--- config.mk ---
export PLATFORM = sky130hd
export DESIGN_NAME = cipher_seq
export DESIGN_NICKNAME = d
export VERILOG_FILES = /design/src/rtl/cipher_seq.sv
export SDC_FILE = /design/constraint.sdc
export NUM_CORES = 1
export LEC_CHECK = 0
export BUFFER_PORTS_ARGS = -buffer_cell sky130_fd_sc_hd__buf_2
export CAP_MARGIN = 10
export CORE_MARGIN = 1
export CORE_UTILIZATION = 50
export DETAILED_ROUTE_END_ITERATION = 16
export PLACE_DENSITY_LB_ADDON = 0.3
export SYNTH_ARGS = -nofsm -noshare
export SYNTH_HDL_FRONTEND = slang
export SYNTH_SLANG_ARGS = --single-unit
--- constraint.sdc ---
create_clock -name clk -period 5.4 [get_ports clk]
set_input_delay 0.54 -clock clk [delete_from_list [all_inputs] [get_ports clk]]
set_output_delay 0.54 -clock clk [all_outputs]
set_load 0.01 [all_outputs]
--- src/rtl/cipher_seq.sv ---
module cipher_seq #(
  parameter int ADDR_W = 3,
  parameter int DATA_W = 32
) (
  input  logic              clk,
  input  logic              rst_n,
  input  logic              wr_en,
  input  logic [ADDR_W-1:0] wr_addr,
  input  logic [DATA_W-1:0] wr_data,
  input  logic [ADDR_W-1:0] rd_addr,
  output logic [DATA_W-1:0] rd_data,
  output logic              dp_start_o,
  output logic              dp_aad_o,
  input  logic              dp_done_i,
  output logic              irq_o
);
  localparam logic [ADDR_W-1:0] A_MODE  = ADDR_W'(0);
  localparam logic [ADDR_W-1:0] A_CHAIN = ADDR_W'(1);
  localparam logic [ADDR_W-1:0] A_DMA   = ADDR_W'(2);
  localparam logic [ADDR_W-1:0] A_NDAT  = ADDR_W'(3);
  localparam logic [ADDR_W-1:0] A_NAAD  = ADDR_W'(4);
  localparam logic [ADDR_W-1:0] A_IEN   = ADDR_W'(5);
  localparam logic [ADDR_W-1:0] A_CMD   = ADDR_W'(6);
  localparam logic [ADDR_W-1:0] A_STAT  = ADDR_W'(7);
  localparam logic [2:0] CHAIN_GCM = 3'd6;
  localparam logic [2:0] CHAIN_RSV = 3'd7;

  typedef enum logic [1:0] {ST_IDLE = 2'd0, ST_BUSY = 2'd1, ST_DONE = 2'd2} st_e;

  logic [2:0]        mode_q, chain_q;
  logic              dma_q, ien_q;
  logic [DATA_W-1:0] ndat_q, naad_q;

  st_e               st_q;
  logic              run_dma_q, run_gcm_q, inflight_q, hold_q, resumed_q;
  logic [DATA_W-1:0] aad_rem_q, dat_rem_q;
  logic              start_q, aad_q, pend_q;

  logic wr_cmd, go, resume, leave, ack;
  assign wr_cmd = wr_en && (wr_addr == A_CMD);
  assign go     = wr_cmd && wr_data[0];
  assign resume = wr_cmd && wr_data[1];
  assign leave  = wr_cmd && wr_data[2];
  assign ack    = wr_cmd && wr_data[3];

  logic cfg_ok, accept, free, pause, do_aad, do_hold, do_dat, finish;
  assign cfg_ok  = (mode_q[1:0] != 2'b11) && (chain_q != CHAIN_RSV);
  assign accept  = (st_q == ST_IDLE) && go && cfg_ok;
  assign free    = (st_q == ST_BUSY) && (!inflight_q || dp_done_i) && !hold_q;
  assign pause   = run_gcm_q && !resumed_q;
  assign do_aad  = free && (aad_rem_q != '0);
  assign do_hold = free && (aad_rem_q == '0) && pause;
  assign do_dat  = free && (aad_rem_q == '0) && !pause && (dat_rem_q != '0);
  assign finish  = free && (aad_rem_q == '0) && !pause && (dat_rem_q == '0);

  always_ff @(posedge clk or negedge rst_n) begin
    if (!rst_n) begin
      mode_q  <= '0;
      chain_q <= '0;
      dma_q   <= 1'b0;
      ien_q   <= 1'b0;
      ndat_q  <= '0;
      naad_q  <= '0;
    end else if (wr_en) begin
      case (wr_addr)
        A_MODE:  mode_q  <= wr_data[2:0];
        A_CHAIN: chain_q <= wr_data[2:0];
        A_DMA:   dma_q   <= wr_data[0];
        A_NDAT:  ndat_q  <= wr_data;
        A_NAAD:  naad_q  <= wr_data;
        A_IEN:   ien_q   <= wr_data[0];
        default: ;
      endcase
    end
  end

  always_ff @(posedge clk or negedge rst_n) begin
    if (!rst_n) begin
      st_q       <= ST_IDLE;
      run_dma_q  <= 1'b0;
      run_gcm_q  <= 1'b0;
      inflight_q <= 1'b0;
      hold_q     <= 1'b0;
      resumed_q  <= 1'b0;
      aad_rem_q  <= '0;
      dat_rem_q  <= '0;
      start_q    <= 1'b0;
      aad_q      <= 1'b0;
      pend_q     <= 1'b0;
    end else begin
      start_q <= do_aad || do_dat;
      aad_q   <= do_aad;
      if (accept) begin
        st_q       <= ST_BUSY;
        run_dma_q  <= dma_q;
        run_gcm_q  <= dma_q && (chain_q == CHAIN_GCM);
        aad_rem_q  <= (dma_q && (chain_q == CHAIN_GCM)) ? naad_q : '0;
        dat_rem_q  <= dma_q ? ndat_q : DATA_W'(1);
        inflight_q <= 1'b0;
        hold_q     <= 1'b0;
        resumed_q  <= 1'b0;
      end
      if (do_aad) begin
        aad_rem_q  <= aad_rem_q - 1'b1;
        inflight_q <= 1'b1;
      end
      if (do_dat) begin
        dat_rem_q  <= dat_rem_q - 1'b1;
        inflight_q <= 1'b1;
      end
      if (do_hold) begin
        hold_q     <= 1'b1;
        inflight_q <= 1'b0;
      end
      if (finish) begin
        inflight_q <= 1'b0;
        st_q       <= run_dma_q ? ST_DONE : ST_IDLE;
      end
      if (hold_q && resume) begin
        hold_q    <= 1'b0;
        resumed_q <= 1'b1;
      end
      if ((st_q == ST_DONE) && leave) st_q <= ST_IDLE;
      if (finish && run_dma_q && ien_q) pend_q <= 1'b1;
      else if (ack)                     pend_q <= 1'b0;
    end
  end

  assign dp_start_o = start_q;
  assign dp_aad_o   = aad_q;
  assign irq_o      = pend_q;

  always_comb begin
    rd_data = '0;
    case (rd_addr)
      A_MODE:  rd_data[2:0] = mode_q;
      A_CHAIN: rd_data[2:0] = chain_q;
      A_DMA:   rd_data[0]   = dma_q;
      A_NDAT:  rd_data      = ndat_q;
      A_NAAD:  rd_data      = naad_q;
      A_IEN:   rd_data[0]   = ien_q;
      A_STAT:  rd_data[2:0] = {pend_q, st_q};
      default: rd_data      = '0;
    endcase
  end

  AST_STATE_LEGAL: assert property (@(posedge clk) disable iff (!rst_n) st_q != 2'd3);
  AST_START_BUSY: assert property (@(posedge clk) disable iff (!rst_n) dp_start_o |-> st_q == ST_BUSY);
  AST_CMD_ZERO: assert property (@(posedge clk) disable iff (!rst_n) rd_addr == A_CMD |-> rd_data == '0);
  AST_DONE_DMA: assert property (@(posedge clk) disable iff (!rst_n) st_q == ST_DONE |-> run_dma_q);
  AST_DONE_HELD: assert property (@(posedge clk) disable iff (!rst_n) (st_q == ST_DONE) && !leave |=> st_q == ST_DONE);
  AST_IRQ_ENABLED: assert property (@(posedge clk) disable iff (!rst_n) $rose(irq_o) |-> ien_q && run_dma_q);
  AST_HOLD_QUIET: assert property (@(posedge clk) disable iff (!rst_n) hold_q |-> !dp_start_o && st_q == ST_BUSY);
endmodule

After elaboration in Yosys (flattened, before gate mapping)
Index checks and enable logic that the tools add are counted.

word-level totals
  register bits after elaboration = 146
  bits in latches = 0
  RAM bits = 0
  ROM bits = 0
  output and inout bits = 35
  word-level logic and storage cells = 107
  memories = 0

cells by class
  $add $sub $neg = 2
  $mul = 0
  divide/modulo/power cells = 0
  magnitude comparators = 0
  equality and inequality tests = 17
  shift operators = 0
  multiplexer cells = 23
  bitwise logic cells = 0
  reductions and logical operators = 48

operator list
  operator                                                               number
  32-bit 2-to-1 mux                                                      6
  32-bit logical NOT                                                     2
  32-bit nonzero test                                                    2
  32-bit by 1-bit subtractor with 32-bit output, second input constant   2
  29-bit one-hot mux with 2 select lines                                 1
  1-bit logical AND                                                      22
  3-bit equality test, second input constant                             7
  3-bit by 2-bit equality test with 1-bit output, second input constant  4
  2-bit AND reduction                                                    6
  1-bit 2-to-1 mux                                                       10
  2-bit one-hot mux with 5 select lines                                  1
  2-bit 2-to-1 mux                                                       4
  2-bit nonzero test                                                     4
  1-bit one-hot mux with 7 select lines                                  1
  3-bit by 1-bit equality test with 1-bit output, second input constant  2
  3-bit logical NOT                                                      2
  3-bit nonzero test                                                     2
  5-bit nonzero test                                                     1
  1-bit logical NOT                                                      4
  3-bit != test, second input constant                                   1
  2-bit by 1-bit equality test with 1-bit output, second input constant  1
  2-bit equality test, second input constant                             1
  2-bit logical NOT                                                      1
  1-bit logical OR                                                       2
  2-bit != test, second input constant                                   1

Logic depth before layout (Yosys ltp)
  word-level depth = 10
  gate-level depth with buffers = 11

Least setup slack after synthesis
Ideal clock, no wire load.

  path type = reg-to-reg
  from = register aad_rem_q[24]
  to = register dat_rem_q[16]
  setup time = 0.119 ns
  arrival = 2.433 ns
  required time = 5.281 ns
  setup slack = 2.848 ns
  cell stages (with the launch flop) = 9
  buffers on the path = 2
  clock period less this slack = 2.552 ns
  cells stage by stage = dfrtp_1 > or4_4 > or4b_4 > nor4_4 > and3_1 > buf_6 > buf_4 > a21oi_1 > o21a_1

between the ends
  longest elaborated chain between the ends = 5

RTL lines
  what                                                     RTL line  source
  start: declaration                                       36        logic [DATA_W-1:0] aad_rem_q, dat_rem_q;
  start signal: assignment                                 97        aad_rem_q <= (dma_q && (chain_q == CHAIN_GCM)) ? naad_q : '0;
  start signal: assignment                                 104       aad_rem_q <= aad_rem_q - 1'b1;
  32-bit logical NOT (*)                                   53        assign do_dat = free && (aad_rem_q == '0) && !pause && (dat_rem_q != '0);
  1-bit logical AND (*) (3 in series)                      53
  32-bit 2-to-1 mux or 2-bit nonzero test (tied branches)  -
  end signal: assignment                                   98        dat_rem_q <= dma_q ? ndat_q : DATA_W'(1);
  end signal: assignment                                   108       dat_rem_q <= dat_rem_q - 1'b1;
  end: declaration                                         36

Mark *: on every way between the ends. The rest lies on a longest branch, timed or not.
A chain may end at the register's enable or synchronous reset.

Worst setup path in the final report
  from = register aad_rem_q[24]
  to = register dat_rem_q[13]

The elaborated chain is that of the path after synthesis.

==> impl_metrics.json <==
{
  "status": "finished, final reports clean",
  "path_cells": "or4_4 -> or4b_4 -> nor4_4 -> and3_1 -> nand3_1 -> a211oi_1",
  "hp-class": "input port to async pin",
  "post-place-ws_ns": 2.179,
  "ff2ff_setup_slack_ns": 2.15,
  "p_sw_uw": 1262,
  "grt_pass1_vias": 6581,
  "grt-busiest-layer": "met2",
  "drc": 0,
  "synth_nets": 781,
  "fp.dieH_um": 125.8,
  "async_flop_share": 1.000,
  "insertion_delay_ns": 0.43,
  "grt_overflow_total": 0,
  "drt-vias-per-instance": 6.595,
  "cts-root-buf": "clkbuf_16",
  "p_int_uw": 2646,
  "fin_setup_tns_ns": 0,
  "antenna_found_initial": 0,
  "wl_um": 21980,
  "cts_tree": "yes",
  "skew_ns": 0.005956,
  "critPathBufInv": 0,
  "min_period_ns": 3.255,
  "fin_nets": 840,
  "hold_buffers": 0,
  "max_slew_margin": 0.3271,
  "use_met1": 0.3851,
  "rows": 44,
  "setup_viol_count_final": 0,
  "io_buffers": 76,
  "groute.layer.met3.usage": 0.06754,
  "postCtsSetupBuffers": 0,
  "ir_worst_vdd_mv": 0.2658,
  "cts.repair.resized": 0,
  "crit_fanout": 28,
  "drv_cap": 0,
  "antennaDiodeCount": 0,
  "cp-end-kind": "register",
  "syn_avg_cell_area_um2": 10.42,
  "worst_pin_slew_ns": 1.002,
  "p_clk_frac": 0.352,
  "yosysSeqAreaShare": 0.4770,
  "start_kind": "register",
  "crit_slowest_cell": "and3_1",
  "rsz0062_at_grt": "false",
  "grt_pass1_wl_um": 35730,
  "combPwrFrac": 0.223,
  "syn_area_um2": 7660,
  "slew_violations": 0,
  "p_per_area_nw_per_um2": 442.1,
  "p_leak_uw": 0.003847,
  "core_um2": 14750,
  "cpLargestDelayFamily": "simple AND/OR/NAND/NOR gates",
  "dieWidth_um": 125.8,
  "fin_crit_sh": 0.6027,
  "worst_slack_ns": 2.145,
  "critPathArrivalTime_ns": 3.59,
  "wl_per_cell_um": 22.20,
  "drt_iter0_markers": 552,
  "fmax_mhz": 307.2,
  "power_frac_seq": 0.426,
  "cts_made_buffers": 17,
  "crit_path_max_incr_delay_ns": 0.87,
  "cts.sinks": 146,
  "ioPinCount": 77,
  "synth.distinct_cells": 66,
  "via_count": 6529,
  "synthFlopType": "dfrtp_1",
  "cts.clk_slew.worst_paths_ns": 0.06,
  "grt_max_degree": 104,
  "crit_type": "register to register",
  "finalHoldViolations": 0,
  "synth_cells": 735,
  "required_ns": 5.73,
  "syn_to_final_growth_pct": 15.40,
  "dieArea_um2": 15820,
  "hpwl_um": 15040,
  "layout-drive-gt1-share": 0.2581,
  "final_antenna_net_count": 0,
  "track_usage": 0.2936,
  "use_met2": 0.4745,
  "synth_warnings": 0,
  "drt_pass1_iterations": 5,
  "gp_congestion": 0.8943,
  "synth_edf_count": 0,
  "ys_ff_latch": 146,
  "clk_path_buf_depth": 2,
  "initial_core_util": 0.5192,
  "htreeDepth": 4,
  "switching_share": 0.3229
}
==> cells in the final DEF (no fill, tap or decap), types with 13 or more instances in the layout <==
cell	netlist	layout
clkbuf_16	0	17
dfrtp_1	146	146
mux2_2	69	69
a211oi_1	16	16
a22o_1	30	30
nor3_1	23	22
o211ai_1	18	18
buf_2	4	75
nand2_1	43	43
nor2_1	41	40
nor4_1	13	13
o21a_1	14	14
inv_1	14	14
nand3_1	30	29
a21oi_1	70	70
==> power groups by stage <==
| stage | sequential, uW | clock, uW | combinational, uW |
|---|---|---|---|
| 2_1_floorplan | 1560 | 0 | 644 |
| 3_3_place_gp | 1650 | 0 | 819 |
| 3_5_place_dp | 1670 | 0 | 855 |
| 4_1_cts | 1660 | 1390 | 865 |
| 5_1_grt | 1700 | 1440 | 962 |
| 6_report | 1660 | 1370 | 870 |
==> cell type report <==
class	instances	area, um^2
clock inverters	8	197.7
repair buffers	83	439.2
well taps	184	230.2
flip-flops and latches	146	3654
clock buffers	23	488.0
fillers	1214	5914
multi-input cells	532	3779
inverters	14	52.55
==> metrics by stage <==
step	cell area (um^2)	utilization	total power [uW]	hold WS, ns	instances
after detailed placement	8154	0.5527	2525	0.4780	959
after global routing	8840	0.5991	4105	0.2954	990
after global placement	8154	0.5527	2472	0.4565	959
after CTS	8840	0.5991	3908	0.2607	990
final	8840	0.5991	3908	0.2127	990
after floorplan	7660	-	2208	0.2444	735
==> final timing paths <==
check / from / end / cells after the start
setup / recovery: aad_rem_q[24]$_DFFE_PN0P_ / dat_rem_q[13]$_DFFE_PN0P_ / 6
hold / removal: rst_n / naad_q[18]$_DFFE_PN0P_ / 1
setup reg to reg: aad_rem_q[24]$_DFFE_PN0P_ / dat_rem_q[13]$_DFFE_PN0P_ / 6
hold reg to reg: ndat_q[0]$_DFFE_PN0P_ / ndat_q[0]$_DFFE_PN0P_ / 2
max in group asynchronous: rst_n / naad_q[2]$_DFFE_PN0P_ / 2
min in group clk: wr_data[26] / naad_q[26]$_DFFE_PN0P_ / 2
==> cell families (layout without fill, tap and decap cells) <==
group	count (synthesis)	count (layout)	share of synthesized area
AOI/OAI and AO/OA	219	219	0.1981
xor gates and xnor gates	2	2	0.002287
adders and majority gates	4	4	0.006534
buffers and inverters	57	128	0.03202
DFF	146	146	0.4770
muxes	74	74	0.1096
and+or+nand+nor	233	233	0.1745
==> synthesized netlist by cell type, types with 4 or more instances <==
master    count  area [um^2]
or4_1        12        90.09
nor3b_1       5        37.54
ha_1          4        50.05
nor2_1       41        153.9
o311ai_0      8        70.07
nand2_1      43        161.4
a31oi_1       8        50.05
mux2_2       69        777.0
or3_1        10        62.56
a211oi_1     16        120.1
buf_2         4        20.02
nand4_1       9        56.30
o21a_1       14        105.1
nand3_1      30        150.1
a22o_1       30        262.8
a311oi_1      9        78.83
nor4b_1       4        35.03
nor4_4        4        85.08
nor2b_1       4        25.02
nand2b_1      4        25.02
a21o_1        4        30.03
dfrtp_1     146         3654
mux2i_1       4        40.04
a21oi_1      70        350.3
o31ai_1       4        30.03
inv_1        14        52.55
and3_1        7        43.79
o21ai_0      12        60.06
nor4_1       13        81.33
o211ai_1     18        135.1
and2_1        6        37.54
clkbuf_1     33        123.9
nor3_1       23        115.1
==> sequential cells by signal (all words and copies together) (netlist names) <==
name / flops
inflight_q: 1
run_gcm_q: 1
aad_rem_q: 32
ien_q: 1
dp_aad_o: 1
naad_q: 32
dp_start_o: 1
irq_o: 1
run_dma_q: 1
st_q: 2
ndat_q: 32
dma_q: 1
dat_rem_q: 32
chain_q: 3
hold_q: 1
resumed_q: 1
mode_q: 3
==> metal layers <==
layer  vias up  part of all wire
li1       2947                 -
met1      3234              0.43
met2       305              0.48
met3        43             0.074
met4         0             0.023
met5         -                 0
No activity file was read; power rests on OpenSTA's default activity.
